**src/rtl/trap_compare_pkg.sv**
```systemverilog
package trap_compare_pkg;
  // Mask bit positions (bit order is part of the instruction encoding)
  localparam int REL_N      = 5;
  localparam int BIT_SLT    = 4;
  localparam int BIT_SGT    = 3;
  localparam int BIT_EQ     = 2;
  localparam int BIT_ULT    = 1;
  localparam int BIT_UGT    = 0;

  localparam int CAUSE_W    = 4;
  localparam logic [CAUSE_W-1:0] CAUSE_NONE = 4'h0;
  localparam logic [CAUSE_W-1:0] CAUSE_TRAP = 4'h2;

  typedef logic [REL_N-1:0] rel_vec_t;
endpackage

```
**src/rtl/trap_operand_prep.sv**
```systemverilog
// Forms the signed-view and unsigned-view operands for the chosen compare width.
module trap_operand_prep #(
  parameter int DATA_W = 64,
  parameter int WORD_W = 32
) (
  input  logic              dword_mode,
  input  logic [DATA_W-1:0] op_a,
  input  logic [DATA_W-1:0] op_b,
  output logic [DATA_W-1:0] sgn_a,
  output logic [DATA_W-1:0] sgn_b,
  output logic [DATA_W-1:0] usg_a,
  output logic [DATA_W-1:0] usg_b
);
  localparam int EXT_W = DATA_W - WORD_W;

  generate
    if (EXT_W > 0) begin : g_narrow
      logic [WORD_W-1:0] lo_a, lo_b;
      assign lo_a  = op_a[WORD_W-1:0];
      assign lo_b  = op_b[WORD_W-1:0];
      assign sgn_a = dword_mode ? op_a : {{EXT_W{lo_a[WORD_W-1]}}, lo_a};
      assign sgn_b = dword_mode ? op_b : {{EXT_W{lo_b[WORD_W-1]}}, lo_b};
      assign usg_a = dword_mode ? op_a : {{EXT_W{1'b0}}, lo_a};
      assign usg_b = dword_mode ? op_b : {{EXT_W{1'b0}}, lo_b};
    end else begin : g_same
      // Both widths coincide: the mode select degenerates to a pass-through.
      assign sgn_a = dword_mode ? op_a : op_a;
      assign sgn_b = dword_mode ? op_b : op_b;
      assign usg_a = op_a;
      assign usg_b = op_b;
    end
  endgenerate
endmodule

```
**src/rtl/trap_relation_eval.sv**
```systemverilog
// Evaluates the five operand relations in parallel.
module trap_relation_eval
  import trap_compare_pkg::*;
#(
  parameter int DATA_W = 64
) (
  input  logic [DATA_W-1:0] sgn_a,
  input  logic [DATA_W-1:0] sgn_b,
  input  logic [DATA_W-1:0] usg_a,
  input  logic [DATA_W-1:0] usg_b,
  output rel_vec_t          rel
);
  always_comb begin
    rel          = '0;
    rel[BIT_SLT] = $signed(sgn_a) < $signed(sgn_b);
    rel[BIT_SGT] = $signed(sgn_a) > $signed(sgn_b);
    rel[BIT_EQ]  = (usg_a == usg_b);
    rel[BIT_ULT] = usg_a < usg_b;
    rel[BIT_UGT] = usg_a > usg_b;
  end
endmodule

```
**src/rtl/trap_mask_reduce.sv**
```systemverilog
// Gates each relation by its enable and ORs the survivors.
module trap_mask_reduce
  import trap_compare_pkg::*;
(
  input  rel_vec_t rel,
  input  rel_vec_t mask,
  output logic     hit
);
  rel_vec_t gated;

  genvar gi;
  generate
    for (gi = 0; gi < REL_N; gi++) begin : g_gate
      assign gated[gi] = rel[gi] & mask[gi];
    end
  endgenerate

  assign hit = |gated;
endmodule

```
**src/rtl/trap_compare_unit.sv**
```systemverilog
module trap_compare_unit
  import trap_compare_pkg::*;
#(
  parameter int DATA_W = 64,
  parameter int WORD_W = 32
) (
  input  logic              clk,
  input  logic              rst,
  input  logic              in_valid,
  input  logic              dword_mode,
  input  logic [4:0]        cond_mask,
  input  logic [DATA_W-1:0] op_a,
  input  logic [DATA_W-1:0] op_b,
  output logic              out_valid,
  output logic              trap_req,
  output logic [3:0]        trap_cause
);
  logic [DATA_W-1:0] sgn_a, sgn_b, usg_a, usg_b;
  rel_vec_t          rel;
  logic              hit;

  trap_operand_prep #(.DATA_W(DATA_W), .WORD_W(WORD_W)) u_prep (
    .dword_mode (dword_mode),
    .op_a       (op_a),
    .op_b       (op_b),
    .sgn_a      (sgn_a),
    .sgn_b      (sgn_b),
    .usg_a      (usg_a),
    .usg_b      (usg_b)
  );

  trap_relation_eval #(.DATA_W(DATA_W)) u_rel (
    .sgn_a (sgn_a),
    .sgn_b (sgn_b),
    .usg_a (usg_a),
    .usg_b (usg_b),
    .rel   (rel)
  );

  trap_mask_reduce u_red (
    .rel  (rel),
    .mask (cond_mask),
    .hit  (hit)
  );

  always_ff @(posedge clk) begin
    if (rst) begin
      out_valid  <= 1'b0;
      trap_req   <= 1'b0;
      trap_cause <= CAUSE_NONE;
    end else begin
      out_valid  <= in_valid;
      trap_req   <= in_valid & hit;
      trap_cause <= (in_valid & hit) ? CAUSE_TRAP : CAUSE_NONE;
    end
  end
endmodule

```
**config.mk**
```make
export PLATFORM = sky130hd
export DESIGN_NAME = trap_compare_unit
export DESIGN_NICKNAME = d
export VERILOG_FILES = /design/src/rtl/trap_compare_pkg.sv /design/src/rtl/trap_operand_prep.sv /design/src/rtl/trap_relation_eval.sv /design/src/rtl/trap_mask_reduce.sv /design/src/rtl/trap_compare_unit.sv
export SDC_FILE = /design/constraint.sdc
export NUM_CORES = 1
export LEC_CHECK = 0
export ABC_AREA = 1
export BUFFER_PORTS_ARGS = -buffer_cell sky130_fd_sc_hd__buf_2
export CAP_MARGIN = 20
export CORE_MARGIN = 4
export CORE_UTILIZATION = 57
export CTS_BUF_LIST = sky130_fd_sc_hd__clkbuf_8
export DETAILED_ROUTE_END_ITERATION = 10
export PLACE_DENSITY_LB_ADDON = 0.08
export SETUP_SLACK_MARGIN = 0.4
export SYNTH_ARGS = -nofsm -noshare
export SYNTH_HDL_FRONTEND = slang
export SYNTH_HIERARCHICAL = 1
export SYNTH_SLANG_ARGS = --single-unit
export TNS_END_PERCENT = 30
```
**constraint.sdc**
```tcl
create_clock -name clk -period 2.9 [get_ports clk]
set_input_delay 0.58 -clock clk [delete_from_list [all_inputs] [get_ports clk]]
set_output_delay 0.58 -clock clk [all_outputs]
set_load 0.005 [all_outputs]
```
==> flow_results.org, run 1 <==
** Power
- IR analysis of the VDD net gives a maximum drop of 0.0961 mV.
- Power per standard cell area :: 175 mW/mm²
- Switching Fraction :: 0.498
- Leakage power of the design :: 4.16 nW
- Clock share of power :: 0.105
- Combinational group share of total power :: 0.866
- Cell Int Power :: 0.531 mW
- Reported net switching power :: 0.528 mW
- Of the total power, registers draw 0.029.

** Route
- Wires add up to 13.0 mm.
- For this block, the initial DRC count from the detailed router was 146.
- Number of detailed-routing iterations run before antenna repair :: 4
- The count of nets left with antenna violations once routing finished came out at 0.
- Via total after detailed routing :: 5188
- Dividing the detail-routed wire length by the instance count gives 12.1 µm.
- # DRC :: 0
- In the routed layout, each cell is associated on average with a via count of 4.83.

** Clock network
- Clock-pin slew was measured on the worst setup and hold paths at 30 ps.
- Number of hold buffers added after cts :: 0
- CTS Buf Count :: 3
- Counting every sink on the clock net gives 2.
- CTS HTree Levels :: 1
- CTS root buf :: sky130_fd_sc_hd__clkbuf_8
- TritonCTS built the clock tree.
- Max Root-Sink Buffers :: 2

** Finish
- Area of all placed cells without fillers :: 0.00604 mm²
- Fillcell total :: 865
- Core Util, Final :: 0.650
- The number of antenna diodes in the final layout is 0.
- Fraction of final layout cells sized beyond drive strength 1 :: 0.239
- Most frequent cells in the layout :: 244 x sky130_fd_sc_hd__nand2_1, 233 x sky130_fd_sc_hd__inv_1, 137 x sky130_fd_sc_hd__buf_2, 111 x sky130_fd_sc_hd__ha_1, 54 x sky130_fd_sc_hd__a21oi_1
- The library cell used most frequently in the layout, excluding fill and tap cells, is sky130_fd_sc_hd__nand2_1.
- Compared with the post-synthesis result, the final layout area differs by 10.7%.
- In the final layout, the multi-input gates occupy 0.00383 mm².
- Register Area :: 40.0 µm²
- Final layout net count :: 1213

** Die
- Overall die area :: 0.0112 mm²
- Die outline width :: 106 µm
- 143 I/O pins were placed.
- The floorplan step defined a core boundary enclosing 0.00928 mm².
- Floorplan row count :: 35
- For this configuration, the core starts out at a cell density of 0.587.
- Measured along the y axis, the die boundary spans 106 µm.

** STA
- The routed design could run at a clock period as short as 2610 ps.
- Setup violations remaining at the end of the flow were counted as 0.
- Setup repair after global routing could not meet its margin everywhere.
- Max-slew violation total from the final report :: 0
- Hold violation total from the final report :: 0
- Hold is met by 556 ps.
- Static timing analysis puts the maximum clock frequency at 0.382 GHz.
- Of the available clock period, the critical path in the final layout requires 0.902.

** Synthesis
- The mapped netlist covers 0.00545 mm².
- Proportion of netlist area held by the largest area contributor :: 0.294
- The synthesized design contains 0 enable-type register cells.
- Cell variety after synth :: 28
- Of all flip-flops after synthesis, the portion carrying an async set or reset was 0.
- Synthesized flop and latch total :: 2
- Post-Synthesis Cells :: 929
- Synthesized area per cell :: 5.87 µm²
- Of the synthesized area, sequential elements account for 0.00734.
- In the synthesized netlist the dominant register cell turns out to be sky130_fd_sc_hd__dfxtp_1.
- Synth top area cells :: sky130_fd_sc_hd__ha_1 29%, sky130_fd_sc_hd__buf_4 19%, sky130_fd_sc_hd__nand2_1 18%, sky130_fd_sc_hd__inv_1 16%, sky130_fd_sc_hd__a21oi_1 5.2%
- The largest total area in the synthesized netlist belongs to sky130_fd_sc_hd__ha_1.
- During synthesis, Yosys emitted a total of 6 warnings.

** GRT
- GRT met2 Usage :: 0.436
- Routing usage on met1 :: 0.247
- First-pass GRT wire length :: 21.0 mm
- The number of global-route vias before repair came to 5035.
- Met3 layer usage reported by global route :: 0.0184
- The initial antenna violation count was 0.
- Most congested layer reported by global routing :: met2
- Overall routing resource usage :: 0.219
- Maximum number of pins on one net before global-route repair :: 23
- Total congestion overflow after global routing :: 0

** Min path
- Count of cells along the worst hold path :: 2
- The min-delay analysis places its worst path in the category input port to flip-flop.

** Setup path
- STA classifies the critical path endpoint as a flip-flop.
- Type of origin of the critical path :: input port
- By startpoint and endpoint, the worst setup path is classified as input port to flip-flop.
- Of all nets on the critical path, the largest fanout is 8.
- WP data arrival :: 2720 ps
- Critical path required time :: 3000 ps

** Placed design
- Final HPWL from detailed placement :: 10.0 mm
- Final estimated routing congestion in global placement :: 0.895
- Input and output buffers added on the ports amount to 139.
- In this run the cell area measured after placement is 0.00527 mm².

** Run
- Max-cap violations :: 0

** Outcome
- The run finished with clean final reports.
timing repair:
item / CTS / global route
setup endpoints to repair: 1 / 1
endpoints found under the hold margin: 0 / 0
cloned: 6 / 1
buffers inserted: 5 / 2
pin swaps: 24 / 22
resized for setup: 49 / 34
routing by layer:
layer  part of all wire  vias up  routed length [µm]
li1                   -     2721                   -
met1               0.39     2296                5140
met2               0.53      145                6860
met3              0.051       26                 664
met4              0.027        0                 356
met5                  0        -                   0
stage by stage:
step           power (mW)  cells  worst slack, ps  TNS [ps]
6_report             1.06   1075              286         0
5_1_grt              1.20   1075              143         0
3_5_place_dp        0.773   1058             19.2         0
3_3_place_gp        0.747   1058            -6.26     -6.26
4_1_cts             0.986   1072              357         0
2_1_floorplan       0.672    931              477         0
power groups by stage:
stage | Clock (mW) | Combinational (mW) | Sequential (mW)
floorplan | 0 | 0.641 | 0.0312
global placement | 0 | 0.716 | 0.0308
detailed placement | 0 | 0.742 | 0.0308
CTS | 0.114 | 0.841 | 0.0305
global route | 0.118 | 1.06 | 0.0307
finish | 0.111 | 0.917 | 0.0304
final timing paths:
check | startpoint | end | slack (ps)
setup / recovery | dword_mode | trap_cause[1] | 290
hold / removal | rst | trap_cause[1] | 560
layout make-up:
| cell class | count | share of cell area |
|---|---|---|
| Clock buffer | 3 | 0.00684 |
| Inverter | 235 | 0.147 |
| Multi-Input combinational cell | 549 | 0.635 |
| Sequential cell | 2 | 0.00663 |
| Tap cell | 129 | 0.0267 |
| Timing Repair Buffer | 157 | 0.178 |
cell usage after synthesis (all sizes together), types with 4 or more instances:
library cell    n
inv           235
nand3           9
a21oi          57
o21a            4
nor2           38
nand4          11
nor4            5
nand2         266
nor3            5
o21ai          13
buf           145
ha            128
critical path, cell delays in order:
cell and delay (ps):
sky130_fd_sc_hd__buf_12 130, sky130_fd_sc_hd__inv_8 70, sky130_fd_sc_hd__nand2_8 80, sky130_fd_sc_hd__buf_12 150
sky130_fd_sc_hd__nand2_1 50, sky130_fd_sc_hd__inv_1 40, sky130_fd_sc_hd__ha_1 300, sky130_fd_sc_hd__nand4_1 150
sky130_fd_sc_hd__nor2_2 200, sky130_fd_sc_hd__nand3_2 110, sky130_fd_sc_hd__nor3b_4 210, sky130_fd_sc_hd__nand2_1 100
sky130_fd_sc_hd__nand2_1 60, sky130_fd_sc_hd__nand2_1 60, sky130_fd_sc_hd__nand2_2 70, sky130_fd_sc_hd__nor2_2 30
sky130_fd_sc_hd__nand2_1 50, sky130_fd_sc_hd__inv_1 30, sky130_fd_sc_hd__nor2_1 80, sky130_fd_sc_hd__nand2_1 60
sky130_fd_sc_hd__nand2_1 70, sky130_fd_sc_hd__nor2_2 30
state kept, by name (all words and copies together) (netlist names):
name / cells
trap_cause: 1
out_valid: 1
cell families (layout without fill, tap and decap cells):
family	count (synthesis)	after routing	share of synthesized area
other	1	3	0.000688
adders and majority gates	128	128	0.294
buffers and inverters	380	395	0.366
AOI/OAI and AO/OA	80	80	0.0780
and+or+nand+nor	338	338	0.254
DFF	2	2	0.00734
(Power assumes the default switching activity.)
==> run 2, diff against run 1 <==
--- a/config.mk
+++ b/config.mk
@@ -8,6 +8,7 @@
 export ABC_AREA = 1
 export BUFFER_PORTS_ARGS = -buffer_cell sky130_fd_sc_hd__buf_2
 export CAP_MARGIN = 20
+export CORE_ASPECT_RATIO = 2
 export CORE_MARGIN = 4
 export CORE_UTILIZATION = 57
 export CTS_BUF_LIST = sky130_fd_sc_hd__clkbuf_8
==> run 2 against run 1 <==
Non-clock buffer count increased by 8. Critical path depth unchanged. Global-route usage increased by 1.6 points. Wire length increased by 5.7%. Critical endpoint unchanged.
==> flow_results.org, run 2 (synthesized netlist as in run 1, its figures left out) <==
** Finish
- Fillcell total :: 925 (was 865)
- The most common cell after layout, fill and taps aside is sky130_fd_sc_hd__nand2_1 (unchanged).
- The ratio of cells with drive above 1 in the final layout is 0.244 (was 0.239).
- Area overhead of the layout relative to synthesis :: 8.86% (was 10.7%)
- Largest registers ranked by flip-flop count :: out_valid (1), trap_cause (1) (unchanged)
- The area of all sequential standard cells was 40.0 µm² (unchanged).
- Area occupied by multi-input gates :: 0.00377 mm² (was 0.00383 mm²)
- The number of antenna cells inserted is 0 (unchanged).
- The net total in the final layout is 1221 (was 1213).
- Most frequent cells in the layout :: 243 x sky130_fd_sc_hd__nand2_1, 231 x sky130_fd_sc_hd__inv_1, 138 x sky130_fd_sc_hd__buf_2, 112 x sky130_fd_sc_hd__ha_1, 54 x sky130_fd_sc_hd__a21oi_1 (was 244 x sky130_fd_sc_hd__nand2_1, 233 x sky130_fd_sc_hd__inv_1, 137 x sky130_fd_sc_hd__buf_2, 111 x sky130_fd_sc_hd__ha_1, 54 x sky130_fd_sc_hd__a21oi_1)
- Area of all placed cells without fillers :: 0.00594 mm² (was 0.00604 mm²)

** Power
- The post-route total power came to 1.05 mW (was 1.06 mW).
- The power density over the cells came to 176 mW/mm² (was 175 mW/mm²).
- The leakage power was 4.14 nW (was 4.16 nW).
- Peak supply drop :: 0.0890 mV (was 0.0961 mV)

** Clock network
- Clock tree from TritonCTS :: yes (unchanged)
- The buffer levels on the longest clock path was 2 (unchanged).
- The buffer cell driving the clock tree root is sky130_fd_sc_hd__clkbuf_8 (unchanged).
- CTS Buf Count :: 3 (unchanged)
- Sinks on the clock net :: 2 (unchanged)
- CTS HTree Levels :: 1 (unchanged)
- Worst-path clk slew :: 30 ps (about the same)

** Route
- Remaining antenna violation count after routing :: 0 (unchanged)
- The number of vias per cell after detailed routing is 4.95 (was 4.83).
- The total via count after detailed routing is 5233 (was 5188).
- # DRC :: 0 (unchanged)
- The routed wire length is 13.8 mm (was 13.0 mm).
- Final routed wire length divided by cell count :: 13.0 µm (was 12.1 µm)
- The total iterations of the first detailed-routing run was 4 (unchanged).
- DRC violation total after the first TritonRoute iteration :: 196 (was 146)

** Run
- The max-cap violation count was 0 (unchanged).

** Setup path
- The data required time at the worst endpoint came to 3010 ps (was 3000 ps).
- WP data arrival :: 2700 ps (was 2720 ps)
- The kind of launch point of the worst setup path was an input port (unchanged).
- Largest fanout on the critical path :: 8 (unchanged)
- CP Class :: input port to flip-flop (unchanged)
- The type of destination of the critical path is a flip-flop (unchanged).

** Die
- Core area :: 0.00938 mm² (was 0.00928 mm²)
- The initial cell density of the core was 0.581 (was 0.587).
- The die height was 146 µm (was 106 µm).
- I/O pin cnt :: 143 (unchanged)
- The die boundary width is 77.2 µm (was 106 µm).
- Floorplan row count :: 50 (was 35)
- The die outline area came to 0.0113 mm² (was 0.0112 mm²).

** STA
- At the pin with the least slew margin, the transition time is 499 ps.
- The highest clock rate was 0.386 GHz (was 0.382 GHz).
- Measured against its own limit, the worst slew margin works out to 0.664.
- Setup repair after global routing missed its margin: true (unchanged).
- The post-route worst hold slack was 568 ps (was 556 ps).
- The setup-violating endpoint count in the final report is 0 (unchanged).
- Max-slew violation total from the final report :: 0 (unchanged)
- The hold violation total from the final report is 0 (unchanged).
- The post-route minimum period came to 2590 ps (was 2610 ps).
- The final clock period utilization by the worst path is 0.893 (was 0.902).

** GRT
- Antenna violations before repair :: 0 (unchanged)
- Total congestion overflow after global routing :: 0 (unchanged)
- The first-pass GRT wire length came to 22.2 mm (was 21.0 mm).
- Maximum number of pins on one net before global-route repair :: 21 (was 23)
- The global routing usage summed across all routing layers came to 0.235 (was 0.219).
- Number of global-route vias before repair :: 5404 (was 5035)

** Min path
- Worst Hold Path EP :: trap_cause[1] (unchanged)
- Count of cells along the worst hold path :: 2 (unchanged)
- Path category of the worst min-delay check :: input port to flip-flop (unchanged)
- The startpoint of the tightest hold check path is rst (unchanged).

** Placed design
- The sum of net half-perimeters after detailed placement came to 11.4 mm (was 10.0 mm).
- The routability congestion estimate is 0.865 (was 0.895).
- Count of input and output buffers :: 139 (unchanged)
- Placed cell area :: 0.00529 mm² (was 0.00527 mm²)

** Outcome
- Run status: finished clean (unchanged).
-- run 2: per-layer routing --
metal / up-vias / share of wire / track usage
met5: - / 0 / 0
met4: 0 / 0.048 / 0.102
met3: 41 / 0.038 / 0.0241
met2: 138 / 0.57 / 0.493
met1: 2322 / 0.34 / 0.215
li1: 2732 / - / -
-- run 2: worst max path at each step --
stage	start	end	slack [ps]
2_1_floorplan	dword_mode	trap_cause[1]	480
4_1_cts	dword_mode	trap_cause[1]	360
5_1_grt	dword_mode	trap_cause[1]	140
3_3_place_gp	dword_mode	trap_cause[1]	-80
3_5_place_dp	dword_mode	trap_cause[1]	-140
6_report	dword_mode	trap_cause[1]	310
-- run 2: area by class of cell --
cell class | instances | share of cell area
multi-input combinational | 549 | 0.635
timing repair buffer | 165 | 0.179
inverter | 235 | 0.150
tap | 104 | 0.0219
clock buffer | 3 | 0.00695
sequential | 2 | 0.00674
-- run 2: metrics by stage --
| step | setup TNS, ps | worst slack [ps] | cells | utilization |
|---|---|---|---|---|
| after floorplan | 0 | 477 | 931 | - |
| after global placement | -83.5 | -83.5 | 1041 | 0.563 |
| after detailed placement | -137 | -137 | 1041 | 0.563 |
| after CTS | 0 | 356 | 1058 | 0.614 |
| after global routing | 0 | 143 | 1058 | 0.633 |
| final | 0 | 310 | 1058 | 0.633 |
-- run 2: worst max-delay path, cell delays in order --
cell and delay (ps):
sky130_fd_sc_hd__buf_12 120, sky130_fd_sc_hd__inv_8 40, sky130_fd_sc_hd__nand2_4 90, sky130_fd_sc_hd__buf_6 110, sky130_fd_sc_hd__buf_16 130, sky130_fd_sc_hd__nand2_1 60
sky130_fd_sc_hd__ha_1 280, sky130_fd_sc_hd__nand4_1 140, sky130_fd_sc_hd__nor2_2 180, sky130_fd_sc_hd__nand3_2 90, sky130_fd_sc_hd__nor3b_2 200, sky130_fd_sc_hd__nand2_1 100
sky130_fd_sc_hd__nand2_1 60, sky130_fd_sc_hd__nand2_1 60, sky130_fd_sc_hd__nand2_2 70, sky130_fd_sc_hd__nor2_2 30, sky130_fd_sc_hd__nand2_1 40, sky130_fd_sc_hd__inv_1 40
sky130_fd_sc_hd__nor2_1 100, sky130_fd_sc_hd__nand2_1 60, sky130_fd_sc_hd__nand2_1 70, sky130_fd_sc_hd__nor2_2 30
-- run 2: report_power, final --
part           switching (mW)  internal, mW
combinational           0.500         0.406
sequential            0.00113        0.0298
clock                  0.0232        0.0879
total                   0.524         0.524
-- run 2: timing repair --
item,in CTS,in global routing
setup endpoints to repair,1,1
resized for setup,53,27
buffers inserted,9,0
pin swaps,33,24
cloned,5,0
hold buffers,0,0
